### src/rtl/rdiv_pkg.sv
package rdiv_pkg;

    // Controller states of the restoring divider
    typedef enum logic [1:0] {
        ST_IDLE     = 2'd0,
        ST_ITERATE  = 2'd1,
        ST_FINISHED = 2'd2
    } rdiv_state_e;

endpackage

### src/rtl/rdiv_trial.sv
// One trial step: subtract, test the sign, keep or restore.
module rdiv_trial #(
    parameter int W2 = 64
) (
    input  logic [W2-1:0] part_rem_i,
    input  logic [W2-1:0] dvsr_i,
    output logic [W2-1:0] part_rem_o,
    output logic          qbit_o
);
    logic [W2:0] diff;

    always_comb begin
        diff   = {1'b0, part_rem_i} - {1'b0, dvsr_i};
        // Sign bit of the extended difference set means the trial went negative
        qbit_o = ~diff[W2];
        // Negative trial: restoring equals taking back the pre-subtraction value
        part_rem_o = qbit_o ? diff[W2-1:0] : part_rem_i;
    end
endmodule

### src/rtl/rdiv_step_counter.sv
// Counts trial steps and flags the final one.
module rdiv_step_counter #(
    parameter int STEPS = 33
) (
    input  logic clk,
    input  logic rst_n,
    input  logic clear,
    input  logic advance,
    output logic last_step
);
    localparam int CW = $clog2(STEPS + 1);

    logic [CW-1:0] count_q;

    always_ff @(posedge clk or negedge rst_n) begin
        if (!rst_n) begin
            count_q <= '0;
        end else if (clear) begin
            count_q <= '0;
        end else if (advance) begin
            count_q <= count_q + 1'b1;
        end
    end

    assign last_step = advance && (count_q == CW'(STEPS - 1));
endmodule

### src/rtl/restoring_divider.sv
module restoring_divider #(
    parameter int N = 32
) (
    input  logic         clk,
    input  logic         rst_n,
    input  logic         start,
    input  logic [N-1:0] dividend,
    input  logic [N-1:0] divisor,
    output logic         busy,
    output logic         done,
    output logic [N-1:0] quotient,
    output logic [N-1:0] remainder,
    output logic         div_by_zero
);
    import rdiv_pkg::*;

    localparam int W2    = 2 * N;
    localparam int STEPS = N + 1;
    localparam int QW    = N + 1;

    rdiv_state_e   state_q, state_d;
    logic [W2-1:0] part_rem_q;
    logic [W2-1:0] dvsr_q;
    logic [QW-1:0] quo_q;
    logic          dz_q;

    logic [W2-1:0] part_rem_nxt;
    logic          qbit;
    logic          last_step;
    logic          accept;
    logic          zero_div;
    logic          stepping;

    assign zero_div = (divisor == '0);
    assign accept   = start && (state_q != ST_ITERATE);
    assign stepping = (state_q == ST_ITERATE);

    rdiv_trial #(.W2(W2)) u_trial (
        .part_rem_i (part_rem_q),
        .dvsr_i     (dvsr_q),
        .part_rem_o (part_rem_nxt),
        .qbit_o     (qbit)
    );

    rdiv_step_counter #(.STEPS(STEPS)) u_steps (
        .clk       (clk),
        .rst_n     (rst_n),
        .clear     (accept),
        .advance   (stepping),
        .last_step (last_step)
    );

    // Next-state logic
    always_comb begin
        state_d = state_q;
        unique case (state_q)
            ST_IDLE, ST_FINISHED: begin
                if (start) begin
                    state_d = zero_div ? ST_FINISHED : ST_ITERATE;
                end
            end
            ST_ITERATE: begin
                if (last_step) begin
                    state_d = ST_FINISHED;
                end
            end
            default: state_d = ST_IDLE;
        endcase
    end

    // State register
    always_ff @(posedge clk or negedge rst_n) begin
        if (!rst_n) begin
            state_q <= ST_IDLE;
        end else begin
            state_q <= state_d;
        end
    end

    // Operand and result registers
    always_ff @(posedge clk or negedge rst_n) begin
        if (!rst_n) begin
            part_rem_q <= '0;
            dvsr_q     <= '0;
            quo_q      <= '0;
            dz_q       <= 1'b0;
        end else if (accept) begin
            part_rem_q <= {{N{1'b0}}, dividend};
            dvsr_q     <= {divisor, {N{1'b0}}};
            quo_q      <= zero_div ? '1 : '0;
            dz_q       <= zero_div;
        end else if (stepping) begin
            part_rem_q <= part_rem_nxt;
            quo_q      <= {quo_q[QW-2:0], qbit};
            dvsr_q     <= dvsr_q >> 1;
        end
    end

    // Outputs
    always_comb begin
        busy        = (state_q == ST_ITERATE);
        done        = (state_q == ST_FINISHED);
        quotient    = quo_q[N-1:0];
        remainder   = part_rem_q[N-1:0];
        div_by_zero = dz_q;
    end
endmodule

### config.mk
export PLATFORM = sky130hd
export DESIGN_NAME = restoring_divider
export DESIGN_NICKNAME = d
export VERILOG_FILES = /design/src/rtl/rdiv_pkg.sv /design/src/rtl/rdiv_trial.sv /design/src/rtl/rdiv_step_counter.sv /design/src/rtl/restoring_divider.sv
export SDC_FILE = /design/constraint.sdc
export NUM_CORES = 1
export LEC_CHECK = 0
export BUFFER_PORTS_ARGS = -buffer_cell sky130_fd_sc_hd__buf_2
export CAP_MARGIN = 20
export CORE_MARGIN = 3
export CORE_UTILIZATION = 38
export CTS_BUF_LIST = sky130_fd_sc_hd__clkbuf_2 sky130_fd_sc_hd__clkbuf_4 sky130_fd_sc_hd__clkbuf_8
export DETAILED_ROUTE_END_ITERATION = 10
export GPL_ROUTABILITY_DRIVEN = 0
export PLACE_DENSITY_LB_ADDON = 0.1
export SLEW_MARGIN = 0
export SYNTH_ARGS = -nofsm -noshare
export SYNTH_HDL_FRONTEND = slang
export SYNTH_SLANG_ARGS = --single-unit
export TNS_END_PERCENT = 10
### constraint.sdc
create_clock -name clk -period 5.7 [get_ports clk]
set_clock_uncertainty 0.15 [all_clocks]
set_input_delay 0.285 -clock clk [delete_from_list [all_inputs] [get_ports clk]]
set_output_delay 0.285 -clock clk [all_outputs]
set_load 0.03 [all_outputs]
==> summary.md, run 1 <==
| Metric | Value |
|---|---|
| CP Max Fanout | `96` |
| Worst slew pin tran | `999 ps` |
| Vias | `slightly below 10,000` |
| Register area | `4230 um2` |
| Residual DRC | `0` |
| # rows | `62` |
| Final Cycle Share | `a little under three quarters` |
| I/O pin count | `around 130` |
| Yosys top cell area share | `37.7%` |
| Area growth syn-to-layout | `15.3%` |
| Initial antenna violation count | `0` |
| Max cap viols | `0` |
| Sequential fraction of the synthesis area | `approximately 38%` |
| Largest net degree at the start of global routing | `120` |
| FF-to-FF path depth | `14` |
| Post-synth top area cell | `dfrtp_1` |
| Hold depth | `3` |
| Final wirelength | `slightly above 30 mm` |
| IO buf count | `around 130` |
| Reg2Reg Setup Slack | `between 1500 and 2000 ps` |
| Cell-by-cell trace of the critical path | `inv_1 > ha_1 > fa_1 > and2b_1 > o31ai_2 > a21oi_4 > a21oi_2 > o41a_1 > o21ai_2 > nand3_2 > a211o_2 > buf_4 > a211oi_1 > a21oi_1` |
| Clock root buffer | `clkbuf_8` |
| Share of cells above drive strength 1 | `12.9%` |
| Post-Syn Area | `~11,000 um2` |
| Syn. warnings | `0` |
| CP Data Arrival Time | `around 4200 ps` |
| Num CTS Buffers | `17` |
| Setup TNS Final | `0 ps` |
| Drt via density | `between 5 and 6` |
| Fmax | `approximately 250 MHz` |
| Area taken by multi-input logic gates | `6080 um2` |
| First-pass GRT wire length | `50.7 mm` |
| Post-synthesis net count | `between 1,000 and 1,500` |
| Clock sinks | `between 150 and 200` |
| Hold EP | `part_rem_q[30]$_DFFE_PN0P_` |
| RSZ-0062 raised after global routing | `no` |
| Yosys cell types | `67` |
| Post-Route Utilization | `44.7%` |
| Post-DRT Antenna Nets | `0` |
| Syn Area/Cell | `8.41 um2` |
| Grt ovf | `0` |
| CTS tree | `built` |
| Worst r2r dst | `part_rem_q[1]$_DFFE_PN0P_` |
| Worst Hold Class | `in2reg` |
| Placed Area | `approximately 12,000 um2` |
| Crit end category | `register` |
| CP max stage delay | `500 ps` |
| Req. time, crit path | `roughly 5900 ps` |
| Slew headroom | `33.4%` |
| DR iter-0 viols | `811` |
| Die Width | `around 180 um` |
| Number of synthesized flops with an enable pin | `0` |
| Clock Latency Late Sink | `460 ps` |
| Max Slew Vio Count | `0` |
| Max Root-Sink Buffers | `2` |
| # setup viols final | `0` |
| Die area | `approximately 32,000 um2` |
| Buffers and inverters on the worst path | `2` |
| CP Launch Type | `register` |
| Die height | `178 um` |
| Starting density of the core | `around two fifths` |
| R2R Path Start | `part_rem_q[0]$_DFFE_PN0P_` |
| Synth async-reset ratio | `100%` |
| Nets | `1,581` |
| Vias in the first global route | `between 9,000 and 10,000` |
| GR Util All Layers | `slightly below 20%` |
| Post-route cell area | `12,900 um2` |
| Slowest cell on the critical path | `o41a_1` |
| Post-Syn Instances | `between 1,000 and 1,500` |
| Clock slew at reported path FFs | `about 100 ps` |
| DR WL/cell | `approximately 17 um` |
| Primary FF master, synth | `dfrtp_1` |
| DPL Wire Length | `around 22 mm` |
| Setup CP Type | `reg2reg` |
| Most Crowded Layer GR | `met2` |
| M2 GR Usage | `about a third` |
| Fillers | `2,918` |
| Power Density | `around 670 nW/um2` |
| Initial DRT Pass Iterations | `5` |
| Cell family with most CP delay | `compound AO/OA/AOI/OAI gates` |
| Antenna cells | `0` |
| Hold Path Origin | `dividend[30]` |
| Tmin final | `just over 4000 ps` |
| Met1 Track Usage GR | `about 28%` |
| Static leakage | `~6 nW` |
| Status | `finished, final reports clean` |
| Routing usage on met3 | `2.74%` |
| Top cells by area, synth | `dfrtp_1 (38%), ha_1 (7.4%), o21ai_0 (6.6%)` |
| Final hold viol count | `0` |
| H-tree Lvls | `4` |
| Seq cells post-synth | `approximately 170` |
| IR drop worst, VDD | `about 0.36 mV` |
| Core area | `28,900 um2` |
==> worst reg2reg max path, delay by kind of cell, from the launching register on <==
kind / cells / cell delay, ps
adders and majority gates: 2 / 590
DFF: 1 / 350
AOI/OAI and AO/OA: 8 / 1950
and+or+nand+nor: 2 / 400
buffers and inverters: 2 / 480
==> kinds of logic (layout without fill, tap and decap cells) <==
kind of cell / count (synthesis) / in the layout / share of synthesized area (%)
compound gates: 457 / 457 / 25.0
buf+inv: 203 / 329 / 8.26
fa+ha+maj: 67 / 67 / 7.54
xor+xnor: 61 / 61 / 4.76
flops: 169 / 169 / 37.7
simple gates: 339 / 339 / 13.3
mux: 38 / 38 / 3.39
==> routing by layer <==
| layer | vias up | wire length [um] |
|---|---|---|
| met4 | 0 | 354 |
| met3 | 17 | 1150 |
| met1 | 4680 | 15100 |
| li1 | 4903 | - |
| met5 | - | 0 |
| met2 | 193 | 14200 |
==> cells in the mapped netlist (14+ instances only) <==
master      n
nand3_1    14
dfrtp_1   169
a21oi_1   134
nand4_1    19
inv_1      89
xor2_1     33
o31ai_1    37
nand2_1   187
clkbuf_1   65
ha_1       66
buf_4      34
mux2i_1    38
xnor2_1    28
o21ai_0   147
a21o_1     27
nor2_1     60
a22o_1     22
==> cells in the final DEF, fill, tap and decap left out, drive strengths merged, types with 4 or more instances in the layout <==
master / count
nand2: 187
dfrtp: 169
o21ai: 158
buf: 142
a21oi: 136
inv: 95
ha: 66
dlygate4sd3: 64
nor2: 61
mux2i: 38
o31ai: 38
xor2: 33
xnor2: 28
a21o: 27
a22o: 22
nand4: 19
clkbuf: 19
nand3: 15
o21bai: 12
nor3: 12
nor4: 11
a32o: 10
nor2b: 7
o21a: 7
nand2b: 6
and3: 6
a211oi: 5
a41oi: 5
a31oi: 5
o211ai: 5
and2: 4
a211o: 4
clkinv: 4
==> flip-flops by register name (all words and copies together), names as in the netlist <==
name	flops
dvsr_q	64
part_rem_q	64
quo_q	32
u_steps.count_q	6
state_q	2
div_by_zero	1
==> how the worst max path moves through the flow <==
stage                                    startpoint                         end  slack (ps)  cells past startpoint
after global routing      part_rem_q[0]$_DFFE_PN0P_   part_rem_q[1]$_DFFE_PN0P_        1360                     14
after floorplan           part_rem_q[0]$_DFFE_PN0P_  part_rem_q[37]$_DFFE_PN0P_        2320                     15
after global placement    part_rem_q[0]$_DFFE_PN0P_   part_rem_q[0]$_DFFE_PN0P_        1700                     14
final                     part_rem_q[0]$_DFFE_PN0P_   part_rem_q[1]$_DFFE_PN0P_        1650                     14
after CTS                 part_rem_q[0]$_DFFE_PN0P_   part_rem_q[0]$_DFFE_PN0P_        1610                     14
after detailed placement  part_rem_q[0]$_DFFE_PN0P_   part_rem_q[1]$_DFFE_PN0P_        1620                     14
==> through the flow <==
stage	setup slack, ps	hold slack (ps)	cells	total power (W)
2_1_floorplan	2320	-161	1334	0.00651
4_1_cts	1610	3.41	1844	0.00869
3_5_place_dp	1620	246	1748	0.00769
5_1_grt	1360	25.5	1844	0.00951
3_3_place_gp	1700	256	1748	0.00766
6_report	1650	43.6	1844	0.00865
==> cell type report <==
type	instances	area share, %
Multi-Input combinational cell	962	47.0
Sequential cell	169	32.7
Timing Repair Buffer	206	10.7
Tap cell	384	3.71
Inverter	91	2.68
Clock buffer	19	2.02
Clock inverter	13	1.22
==> what timing repair did <==
| item | in CTS | in global routing |
|---|---|---|
| setup buffers | 0 | 0 |
| hold endpoints to repair | 141 | 0 |
| hold buffers | 64 | 0 |
| gates resized for setup | 0 | 0 |
==> power breakdown <==
group / switching [W] / internal (W) / leakage (nW)
Clock: 0.000501 / 0.000426 / 0.203
Combinational: 0.00366 / 0.00216 / 3.59
Sequential: 0.000298 / 0.00160 / 2.20
Total: 0.00446 / 0.00419 / 6.00
(Power assumes the default switching activity.)
==> run 2: changes to the inputs <==
--- a/config.mk
+++ b/config.mk
@@ -5,6 +5,7 @@
 export SDC_FILE = /design/constraint.sdc
 export NUM_CORES = 1
 export LEC_CHECK = 0
+export ABC_AREA = 1
 export BUFFER_PORTS_ARGS = -buffer_cell sky130_fd_sc_hd__buf_2
 export CAP_MARGIN = 20
 export CORE_MARGIN = 3
==> constraint.sdc (replaced) <==
create_clock -name clk -period 4 [get_ports clk]
set_clock_uncertainty 0.15 [all_clocks]
set_input_delay 0.2 -clock clk [delete_from_list [all_inputs] [get_ports clk]]
set_output_delay 0.2 -clock clk [all_outputs]
set_load 0.03 [all_outputs]
==> summary.md, run 2 <==
| Metric | Value |
|---|---|
| Yosys top cell area share | `31.9% (was 37.7%)` |
| Post-DRT Antenna Nets | `0 (unchanged)` |
| CP Data Arrival Time | `3470 ps (was 4210 ps)` |
| Post-Syn Instances | `2,130 (was 1,334)` |
| Setup TNS Final | `0 ps (unchanged)` |
| IO buf count | `133 (unchanged)` |
| Synth Area in Simple Gates | `36.7% (was 13.3%)` |
| Syn Area/Cell | `6.23 um2 (was 8.41 um2)` |
| Clock root buffer | `clkbuf_8 (unchanged)` |
| CP Max Fanout | `22 (was 96)` |
| GR Util All Layers | `24.4% (was 19.8%)` |
| Final wirelength | `44.6 mm (was 30.8 mm)` |
| Post-synth top area cell | `dfrtp_1 (unchanged)` |
| Setup CP Type | `reg2reg (unchanged)` |
| Core area | `34,000 um2 (was 28,900 um2)` |
| FF-to-FF path depth | `18 (was 14)` |
| Largest net degree at the start of global routing | `69 (was 120)` |
| R2R Path Start | `part_rem_q[0]$_DFFE_PN0P_ (unchanged)` |
| Post-Route Utilization | `44.8% (was 44.7%)` |
| Post-synthesis net count | `2,264 (was 1,468)` |
| Slew headroom | `51.0% (was 33.4%)` |
| Status | `finished, final reports clean (unchanged)` |
| Largest family of logic cells by synthesized area | `simple AND/OR/NAND/NOR gates (was compound AO/OA/AOI/OAI gates)` |
| Hold_ws | `89.0 ps (was 43.6 ps)` |
| Initial antenna violation count | `0 (unchanged)` |
| Top cells by instance count after synthesis | `nand2_1 (851), inv_1 (387), dfrtp_1 (169) (was nand2_1 (187), dfrtp_1 (169), o21ai_0 (147))` |
| Die Width | `193 um (was 178 um)` |
| Max cap viols | `0 (unchanged)` |
| DR WL/cell | `16.3 um (was 16.7 um)` |
| Compound-cell area share of the yosys netlist | `9.52% (was 25.0%)` |
| CP Launch Type | `register (unchanged)` |
| Most common cell after layout, fill and taps aside | `nand2_1 (unchanged)` |
| First-pass GRT wire length | `70.6 mm (was 50.7 mm)` |
| Synth Area in Adders | `6.37% (was 7.54%)` |
| Share of cells above drive strength 1 | `9.77% (was 12.9%)` |
| Worst Hold Class | `in2async (was in2reg)` |
| Post-CTS setup buffer count | `0 (unchanged)` |
| RSZ-0062 raised after global routing | `no (unchanged)` |
| Die area | `37,200 um2 (was 31,600 um2)` |
| DPL Wire Length | `34.7 mm (was 21.6 mm)` |
| Tmin final | `3230 ps (was 4050 ps)` |
| Grt ovf | `0 (unchanged)` |
| Max Root-Sink Buffers | `2 (unchanged)` |
| Worst slew pin tran | `734 ps (was 999 ps)` |
| Synth async-reset ratio | `100% (unchanged)` |
| Mux contribution to synthesized area | `0% (was 3.39%)` |
| Top-count cell post-synth | `nand2_1 (unchanged)` |
| Primary FF master, synth | `dfrtp_1 (unchanged)` |
| Sequential fraction of the synthesis area | `31.9% (was 37.7%)` |
| Max Slew Vio Count | `0 (unchanged)` |
| DR iter-0 viols | `911 (was 811)` |
| Nets | `2,413 (was 1,581)` |
| Drt via density | `4.96 (was 5.31)` |
| Vias | `13,600 (was 9,793)` |
| Number of synthesized flops with an enable pin | `0 (unchanged)` |
| Seq cells post-synth | `169 (unchanged)` |
| Largest regs | `dvsr_q: 64 flops, part_rem_q: 64 flops, quo_q: 32 flops (unchanged)` |
| Clock Latency Late Sink | `510 ps (was 460 ps)` |
| Final hold viol count | `0 (unchanged)` |
| I/O pin count | `134 (unchanged)` |
| Num CTS Buffers | `17 (unchanged)` |
| # setup viols final | `0 (unchanged)` |
| Vias in the first global route | `13,100 (was 9,728)` |
| Clock slew at reported path FFs | `100 ps (about the same)` |
| H-tree Lvls | `4 (unchanged)` |
| Crit end category | `register (unchanged)` |
| Placed insts | `2,642 (was 1,748)` |
| Final Cycle Share | `80.7% (was 71.0%)` |
| Clock sinks | `169 (unchanged)` |
| CTS tree | `built (unchanged)` |
| Commonest cells after routing, fill and taps aside | `nand2_1 (851), inv_1 (387), dfrtp_1 (169) (was nand2_1 (187), dfrtp_1 (169), o21ai_0 (147))` |
| Fmax | `310 MHz (was 247 MHz)` |
| Initial DRT Pass Iterations | `5 (unchanged)` |
| Req. time, crit path | `4240 ps (was 5860 ps)` |
| Finished Layout Cells | `2,740 (was 1,844)` |
| Area growth syn-to-layout | `14.7% (was 15.3%)` |
| Die height | `193 um (was 178 um)` |
| Yosys cell types | `39 (was 67)` |
| Residual DRC | `0 (unchanged)` |
| Setup crit start | `part_rem_q[0]$_DFFE_PN0P_ (unchanged)` |
| Post-Synth XOR/XNOR Area | `0.792% (was 4.76%)` |
| # rows | `67 (was 62)` |
| Starting density of the core | `39.1% (was 38.8%)` |
| Syn. warnings | `0 (unchanged)` |
| Post-Syn Area | `13,300 um2 (was 11,200 um2)` |
| Fillers | `3,675 (was 2,918)` |
| Top cells by area, synth | `dfrtp_1 (32%), nand2_1 (24%), inv_1 (11%) (was dfrtp_1 (38%), ha_1 (7.4%), o21ai_0 (6.6%))` |
| Antenna cells | `0 (unchanged)` |
## run 2: cell types whose count changed after synthesis, sizes merged, moves of 28 or more
cell    change
o22ai      +31
nor2       +89
nand2     +675
a21oi      -44
o21ai     -108
inv       +302
nand3      +74
o221ai     +29
o31ai      -38
clkbuf     -44
mux2i      -38
xor2       -28
## run 2: cell type report
class | count | area, um2 | share of cell area, %
Clock buffer | 18 | 248 | 1.63
Clock inverter | 14 | 155 | 1.02
Inverter | 393 | 1480 | 9.69
Multi-Input combinational cell | 1486 | 7090 | 46.6
Sequential cell | 169 | 4230 | 27.8
Tap cell | 448 | 561 | 3.68
Timing Repair Buffer | 212 | 1470 | 9.64
## run 2: logic make-up after synthesis
family | count (synthesis)
AND/OR/NAND/NOR | 1191
buffers and inverters | 475
AO/OA/AOI/OAI | 216
flip-flops | 169
adder cells (fa/ha/maj) | 67
XOR/XNOR | 12
## run 2: per-stage QoR
step,setup slack [ps],cell area [um2]
after floorplan,1550,13300
after global placement,958,14200
after detailed placement,830,14200
after CTS,795,15200
after global routing,508,15200
final,773,15200
## run 2: path summary, 6_finish.rpt
kind                                               to  slack, ps
hold reg to reg            part_rem_q[37]$_DFFE_PN0P_        350
max in group asynchronous      dvsr_q[48]$_DFFE_PN0P_       2610
setup / recovery           part_rem_q[10]$_DFFE_PN0P_        770
min in group clk               dvsr_q[58]$_DFFE_PN0P_        300
setup reg to reg           part_rem_q[10]$_DFFE_PN0P_        770
hold / removal                 dvsr_q[21]$_DFFE_PN0P_         90
## run 2: critical path: stages, from the launching register on
cell and delay [ps]:
dfrtp_1 370, inv_1 60, ha_1 230, fa_1 430
inv_1 80, nand3_1 70, nand2_2 120, nand2_1 70
nand2_2 80, nand2_1 70, nand2_2 90, nand2_1 60
nand2_1 130, nand2_2 90, nand3_1 100, nand2_2 370
buf_4 380, nand2_1 80, o21ai_0 70
## run 2: what timing repair did
action / CTS / global route
gates resized for setup: 0 / 0
hold endpoints to repair: 133 / 0
hold buffers: 66 / 0
## run 2: per-layer routing
layer	vias up	GRT usage (%)	share of wire (%)
li1	6861	-	-
met1	6296	35.1	49
met2	388	37.5	42
met3	52	4.87	6.4
met4	0	6.70	2.2
met5	-	0	0
Power of run 2 is left out: the tool's default activity adds up to more than one toggle a clock period on the data nets, which glitch-free logic cannot reach.
